===== config.mk =====
export PLATFORM = sky130hd
export DESIGN_NAME = can_bit_timer
export DESIGN_NICKNAME = d
export VERILOG_FILES = /design/src/rtl/can_bit_timer.sv
export SDC_FILE = /design/constraint.sdc
export NUM_CORES = 1
export LEC_CHECK = 0
export CELL_PAD_IN_SITES_DETAIL_PLACEMENT = 0
export CELL_PAD_IN_SITES_GLOBAL_PLACEMENT = 1
export CORE_UTILIZATION = 35
export CTS_BUF_LIST = sky130_fd_sc_hd__clkbuf_16
export DETAILED_ROUTE_END_ITERATION = 8
export GPL_ROUTABILITY_DRIVEN = 0
export MAX_ROUTING_LAYER = met4
export PLACE_DENSITY_LB_ADDON = 0.15
export SLEW_MARGIN = 40
export SYNTH_ARGS = -nofsm -noshare
export SYNTH_HDL_FRONTEND = slang
export SYNTH_SLANG_ARGS = --single-unit

===== constraint.sdc =====
create_clock -name clk -period 4.4 [get_ports clk]
set_input_delay 1.32 -clock clk [delete_from_list [all_inputs] [get_ports clk]]
set_output_delay 1.32 -clock clk [all_outputs]
set_load 0.1 [all_outputs]

===== src/rtl/can_bit_timer.sv =====
module can_bit_timer #(
  parameter int BRP_W = 6,
  parameter int TS1_W = 4,
  parameter int TS2_W = 3,
  parameter int SJW_W = 2
) (
  input  logic             clk,
  input  logic             rst_n,
  input  logic             rx_i,
  input  logic             bus_idle_i,
  input  logic [BRP_W-1:0] brp_i,
  input  logic [TS1_W-1:0] tseg1_i,
  input  logic [TS2_W-1:0] tseg2_i,
  input  logic [SJW_W-1:0] sjw_i,
  output logic             sample_o,
  output logic             bit_o,
  output logic             txpt_o
);
  localparam int PC_W  = BRP_W + 1;
  localparam int SJ_W  = SJW_W + 1;
  localparam int TS_MX = (TS1_W > TS2_W) ? TS1_W : TS2_W;
  localparam int QC_W  = ((TS_MX > SJ_W) ? TS_MX : SJ_W) + 2;

  typedef enum logic [1:0] {SG_SYNC, SG_PH1, SG_PH2} seg_t;

  seg_t            seg;
  logic [PC_W-1:0] pcnt;
  logic [QC_W-1:0] qcnt;
  logic [SJ_W-1:0] ext, shrt;
  logic            rs_done, rx_prev, smp_q, bit_q;

  wire             tick    = pcnt >= {brp_i, 1'b1};
  wire [SJ_W-1:0]  sjw_eff = SJ_W'(sjw_i) + SJ_W'(1);
  wire             fall    = rx_prev & ~rx_i;
  wire             hard    = fall & bus_idle_i;
  wire             rsync   = fall & ~bus_idle_i & ~rs_done & (seg != SG_SYNC);
  wire [QC_W-1:0]  qinc    = qcnt + QC_W'(1);
  wire [QC_W-1:0]  l2_nom  = QC_W'(tseg2_i) + QC_W'(1);
  wire [QC_W-1:0]  ph2_err = l2_nom - qcnt;
  wire             early   = rsync && (seg == SG_PH2) && (ph2_err <= QC_W'(sjw_eff));
  wire             restart = hard | early;

  wire [SJ_W-1:0]  ext_n   = (rsync && seg == SG_PH1)
                             ? ((qinc <= QC_W'(sjw_eff)) ? SJ_W'(qinc) : sjw_eff)
                             : ext;
  wire [SJ_W-1:0]  shrt_n  = (rsync && seg == SG_PH2 && !early) ? sjw_eff : shrt;
  wire [QC_W-1:0]  l1_last = QC_W'(tseg1_i) + QC_W'(ext_n);
  wire [QC_W-1:0]  l2_last = QC_W'(tseg2_i) - QC_W'(shrt_n);
  wire             ph1_end = tick && (seg == SG_PH1) && (qcnt >= l1_last);
  wire             ph2_end = tick && (seg == SG_PH2) && (qcnt >= l2_last);

  always_ff @(posedge clk or negedge rst_n) begin
    if (!rst_n) begin
      seg     <= SG_SYNC;
      pcnt    <= '0;
      qcnt    <= '0;
      ext     <= '0;
      shrt    <= '0;
      rs_done <= 1'b0;
      rx_prev <= 1'b1;
      smp_q   <= 1'b0;
      bit_q   <= 1'b1;
    end else begin
      rx_prev <= rx_i;
      smp_q   <= ph1_end && !restart;
      if (ph1_end && !restart) bit_q <= rx_i;
      if (restart) begin
        seg     <= SG_SYNC;
        pcnt    <= '0;
        qcnt    <= '0;
        ext     <= '0;
        shrt    <= '0;
        rs_done <= 1'b0;
      end else begin
        pcnt <= tick ? '0 : pcnt + PC_W'(1);
        ext  <= ext_n;
        shrt <= shrt_n;
        if (rsync) rs_done <= 1'b1;
        if (tick) begin
          case (seg)
            SG_SYNC: begin
              seg  <= SG_PH1;
              qcnt <= '0;
            end
            SG_PH1: begin
              if (ph1_end) begin
                seg  <= SG_PH2;
                qcnt <= '0;
              end else begin
                qcnt <= qinc;
              end
            end
            SG_PH2: begin
              if (ph2_end) begin
                seg     <= SG_SYNC;
                qcnt    <= '0;
                ext     <= '0;
                shrt    <= '0;
                rs_done <= 1'b0;
              end else begin
                qcnt <= qinc;
              end
            end
            default: seg <= SG_SYNC;
          endcase
        end
      end
    end
  end

  assign sample_o = smp_q;
  assign bit_o    = bit_q;
  assign txpt_o   = rst_n && (seg == SG_SYNC) && (pcnt == '0);
endmodule



==> results of run 1 <==
==> per-stage QoR <==
step / setup WS (ps) / util (%) / instances / area, sq um / total power (W)
finish: -907 / 54.6 / 416 / 3490 / 0.000950
global placement: -1780 / 48.4 / 399 / 3090 / 0.000686
global route: -1090 / 54.6 / 416 / 3490 / 0.00102
floorplan: -959 / - / 264 / 2480 / 0.000564
CTS: -992 / 52.0 / 412 / 3320 / 0.000929
detailed placement: -1830 / 48.2 / 399 / 3080 / 0.000691
==> cell type report <==
type                            count  area, sq um
Multi-Input combinational cell    199         1890
Tap cell                           77         96.3
Timing Repair Buffer               77          648
Clock buffer                        3         75.1
Sequential cell                    25          628
Inverter                           34          146
Fill cell                         607         2900
Clock inverter                      1         3.75
==> routing by layer <==
layer / vias up / GRT usage, %
met5: - / -
met3: 8 / 1.09
met1: 986 / 23.5
met2: 25 / 31.5
li1: 1072 / -
met4: 0 / 5.24
==> synthesized netlist by cell type (5+ instances only) <==
master,n
mux2i_1,5
nor2_1,19
xor2_1,8
and2_1,5
o21ai_0,10
nand3_1,10
nand2_1,17
inv_1,34
dfrtp_1,23
a21oi_1,18
ha_1,44
==> registers in the layout, indices dropped and copies added, names as in the netlist <==
register,cells
ext,3
rs_done,1
pcnt,7
bit_o,1
qcnt,6
sample_o,1
rx_prev,1
shrt,3
seg,2
==> critical path, delay by kind of cell <==
family,cells,cell delay (ps)
AOI/OAI and AO/OA,8,1390
buffers and inverters,5,280
muxes,2,480
and+or+nand+nor,4,360
adders and majority gates,6,1580
==> power groups by stage <==
stage | clock network [W] | registers (W) | logic, W
floorplan | 0 | 0.000307 | 0.000257
global placement | 0 | 0.000309 | 0.000377
detailed placement | 0 | 0.000310 | 0.000381
CTS | 0.000209 | 0.000306 | 0.000414
global route | 0.000212 | 0.000313 | 0.000498
finish | 0.000198 | 0.000307 | 0.000444
==> worst min-delay path by stage <==
stage / slack [ps] / cells past startpoint / endpoint / startpoint
after floorplan: 470 / 1 / pcnt[0] / pcnt[0]
after global routing: 560 / 1 / pcnt[0] / pcnt[0]
after global placement: 490 / 2 / rs_done / rs_done
after detailed placement: 510 / 2 / rs_done / rs_done
after CTS: 520 / 1 / pcnt[0] / pcnt[0]
final: 520 / 1 / pcnt[0] / pcnt[0]
==> timing repair <==
action | CTS | global route
pin swaps | 33 | 29
buffers inserted | 10 | 5
resized for setup | 38 | 32
setup endpoints to repair | 17 | 17
==> cell families (layout without fill, tap and decap cells) <==
logic type,count (synthesis),count (layout)
xor+xnor,12,12
fa+ha+maj,47,47
simple gates,78,78
buf+inv,40,115
compound gates,55,55
mux,7,7
flops,25,25
==> reports/qor.yml, run 1 <==
dr.pass1.iters: 4
syn_nets: 330
reg2reg_depth: 23
finalNetCount: 406
drtIter0Drc: 58
port_buffers: 21
dieArea_sq_um: 6990
timing.rr.start: "qcnt[1]"
synth_top_family_by_area: "adder cells"
drive_above_1_share_pct: 36.9
min-delay-path-class: "reg2reg"
dr_total_vias: 2091
slew_viol_final: 0
grt_pass1_vias: 2161
highest_layer: "met4"
final_common_cell: "buf_4"
core_area_sq_um: 6390
p_int_w: 0.000604
num_rows: 29
layout_common_cells: "buf_4 (53), ha_1 (34), inv_1 (28), dfrtp_1 (23), nor2_1 (17)"
startpoint: "tseg2_i[1]"
p_clk_share_pct: 20.9
ioPinCount: 22
synth_cells: 264
cp.required_ps: 4550
wl_per_cell_um: 14.0
hold_viol: 0
min_period_ps: 5310
path_clk_slew_ps: 60
antenna_found_initial: 0
ys_seq_area_share_pct: 26.9
clk_latency_ps: 260
synth_area_leaders: "dfrtp_1 (25%), ha_1 (24%), inv_1 (5.5%)"
critPathKind: "in2reg"
antenna_left: 0
status: "finished, violations left"
p_leak_nw: 1.65
slowest_delay_ps: 480
viasPerCell: 5.03
die_w_um: 83.6
crit_fanout: 4
initial_core_util_pct: 36.5
ir_drop_mv: 0.246
synth-simple-area-share_pct: 17.4
drv_cap: 0
clock-root-buffer: "clkbuf_16"
power.density_nw_per_um2: 272
cp.arrival_ps: 5460
crit_path_start_kind: "input pin"
setup_viol: 17
clock_sinks: 25
grt_max_degree: 26
synth_cell_types: 51
track_usage_pct: 18.4
htree_levels: 1
layout_setup_ws_ps: -907
violations: "negative setup slack"
hpwl_um: 4530
cts_buffer_depth: 2
r2r_end: "seg[1]"
synth_edf_count: 0
synth-seq-cells: 25
routed_wl_um: 5830
synthXorXnorAreaFrac_pct: 4.51
synth_top_area_share_pct: 24.7
slew_headroom_pct: 57.2
syn_area_per_cell_sq_um: 8.83
fin_crit_sh_pct: 121
cts_tree: "yes"
yosys_warnings: 0
worst_slew_pin_slew_ps: 638
pwr-share-seq_pct: 32.4
grt_pass1_wl_um: 10100
synth_compound_area_share_pct: 15.2
setup_tns_ps: -13290
routed-wl-met2_um: 2920
fin_hold_ws_ps: 520
syn_area_sq_um: 2330
p_comb_share_pct: 46.8
p_switching_w: 0.000345
wl_met1_um: 2730
fmax_ghz: 0.188
synthMuxAreaShare_pct: 3.11
async_flop_share_pct: 100
die_y_um: 83.6
synth_top_area_cell: "dfrtp_1"
setup.worst_path.end_class: "flop"
worst_path_max_delay_cell: "fa_1"
rsz0062_at_grt: "true"
grt-ovfl-total: 0
yosys.area_share.adder_pct: 26.2
skew_ps: 1.86
sw_frac_of_total_pct: 36.4
r2r_slack_ps: -180
cts_hold_buffers: 0
wl_met3_um: 89
diodes: 0
cts_buffers: 3
synthToLayoutAreaGrowth_pct: 49.5
critical_path.endpoint: "seg[1]"
synth_ff_type: "dfrtp_1"
drc: 0
(Power assumes the default switching activity.)
==> inputs of run 2 (changes only) <==
--- a/config.mk
+++ b/config.mk
@@ -7,6 +7,7 @@
 export LEC_CHECK = 0
 export CELL_PAD_IN_SITES_DETAIL_PLACEMENT = 0
 export CELL_PAD_IN_SITES_GLOBAL_PLACEMENT = 1
+export CORE_MARGIN = 5
 export CORE_UTILIZATION = 35
 export CTS_BUF_LIST = sky130_fd_sc_hd__clkbuf_16
 export DETAILED_ROUTE_END_ITERATION = 8
==> run 2 against run 1 <==
  * The flow still finishes with violations (negative setup slack)
  * Cell count up 0.72%
  * Worst setup slack worse by 230 ps
  * Highest routed layer unchanged
  * Final area is 0.36% lower
  * Flip-flop and latch count unchanged
  * Via count is 0.62% higher
  * Clock power grew 3%
==> reports/qor.yml, run 2 (synthesis results as in run 1) <==
slew_headroom_pct: 60.6
initial_core_util_pct: 36.3
fill_cells: 615
grt_max_degree: 26
p_clk_share_pct: 21.5
cp_common_cell: "ha_4"
min_period_ps: 5540
htree_levels: 1
drv_cap: 0
diodes: 0
skew_ps: 2.45
min-delay-path-class: "reg2reg"
fin_area_sq_um: 3470
slew_viol_final: 0
finalNetCount: 409
place.detailed.instances: 401
antenna_left: 0
p_int_w: 0.000606
slowest_delay_ps: 510
worst_slew_pin_slew_ps: 586
cp.arrival_ps: 5690
p_switching_w: 0.000348
crit_path_start_kind: "input pin"
setup_tns_ps: -15810
drc: 0
cts_hold_buffers: 0
reg2reg_depth: 24
met1_usage_pct: 19.8
fmax_ghz: 0.181
grtUsageMet2_pct: 26.8
hold_viol: 0
violations: "negative setup slack"
clk_latency_ps: 260
clock-root-buffer: "clkbuf_16"
drive_above_1_share_pct: 36.0
crit_fanout: 4
layout_setup_ws_ps: -1140
rsz0062_at_grt: "true"
p_comb_share_pct: 46.4
min_path_cells: 2
synthToLayoutAreaGrowth_pct: 49.0
dieArea_sq_um: 8400
busiest_layer: "met2"
cts_tree: "yes"
path_clk_slew_ps: 70
track_usage_pct: 15.4
cts_buffer_depth: 2
fin_crit_sh_pct: 126
grt_pass1_vias: 2188
cts_buffers: 3
viasPerCell: 5.02
worst-path-stages: 26
clock_sinks: 25
drtIter0Drc: 98
power.density_nw_per_um2: 274
top_regs: "pcnt (7), qcnt (6)"
setup_viol: 17
layout_common_cells: "buf_4 (53), ha_1 (34), inv_1 (30), dfrtp_1 (23), nand2_1 (17)"
setup.worst_path.end_class: "flop"
regMostFlops: "pcnt"
ioPinCount: 22
grt_pass1_wl_um: 10400
largest_reg_flops: 7
post_dp_cell_area_sq_um: 3100
sw_frac_of_total_pct: 36.5
dr.pass1.iters: 4
num_rows: 29
status: "finished, violations left"
die_y_um: 91.6
routed_wl_um: 6070
hpwl_um: 4720
cp_num_buf_inv: 7
dr_total_vias: 2104
worst_path_max_delay_cell: "fa_1"
antenna_found_initial: 0
met3_usage_pct: 1.47
power_w: 0.000953
pwr-share-seq_pct: 32.1
stdcell_count: 419
p_leak_nw: 1.66
final_common_cell: "buf_4"
wl_per_cell_um: 14.5
core_area_sq_um: 6420
critPathKind: "in2reg"
critical-path-top-delay-family: "adder cells"
die_w_um: 91.6
ir_drop_mv: 0.255
port_buffers: 21
cp.required_ps: 4550
grt-ovfl-total: 0
post-place-ws_ps: -1800
-- run 2: cell types whose count changed in the layout (fill, tap and decap cells not counted), moves of 2 or more --
| cell | previous run | this run |
|---|---|---|
| nor2b_4 | 2 | 0 |
| inv_1 | 28 | 30 |
| nor2b_1 | 2 | 4 |
| inv_2 | 5 | 3 |
| buf_6 | 4 | 8 |
-- run 2: final cells by class --
class                   instances  area [sq um]  area share (%)
clock buffers                   3          75.1            2.16
clock inverters                 1          3.75           0.108
inverters                      34           146            4.21
multi-input cells             199          1850            53.2
flip-flops and latches         25           628            18.1
well taps                      77          96.3            2.77
repair buffers                 80           678            19.5
-- run 2: final timing paths --
| path | startpoint | end | slack (ps) |
|---|---|---|---|
| setup reg to reg | qcnt[1] | seg[0] | -410 |
| max in group asynchronous | rst_n | bit_o | 2650 |
| setup / recovery | tseg2_i[1] | seg[0] | -1140 |
| hold reg to reg | rs_done | rs_done | 510 |
| min in group asynchronous | rst_n | pcnt[1] | 1450 |
| hold / removal | rs_done | rs_done | 510 |
-- run 2: power by group through the flow --
stage / Sequential (W) / Clock, W / Combinational (W)
after floorplan: 0.000307 / 0 / 0.000257
after global placement: 0.000311 / 0 / 0.000383
after detailed placement: 0.000311 / 0 / 0.000387
after CTS: 0.000307 / 0.000209 / 0.000425
after global routing: 0.000314 / 0.000220 / 0.000493
final: 0.000306 / 0.000204 / 0.000442
-- run 2: routing by layer --
metal  share of wire (%)  routed length (um)
met4                 1.1                  65
met1                  46                2810
met2                  51                3100
met5                   0                   0
met3                 1.5                  89
-- run 2: timing repair --
action | 4_1_cts | 5_1_grt
gates resized for setup | 44 | 19
endpoints found under the setup margin | 17 | 17
pin swaps | 35 | 31
buffers inserted | 9 | 6
-- run 2: worst reg2reg max path: cells and delay by family, from the launching register on --
family / cells / cell delay (ps)
and+or+nand+nor: 2 / 130
adders and majority gates: 7 / 1880
DFF: 1 / 430
muxes: 2 / 470
buffers and inverters: 5 / 420
AOI/OAI and AO/OA: 7 / 1220
xor gates and xnor gates: 1 / 170
-- run 2: metrics by stage --
| stage | util, % | hold slack [ps] |
|---|---|---|
| 6_report | 54.1 | 509 |
| 5_1_grt | 54.1 | 562 |
| 4_1_cts | 52.5 | 520 |
| 3_5_place_dp | 48.2 | 503 |
| 3_3_place_gp | 48.4 | 492 |
| 2_1_floorplan | - | 468 |
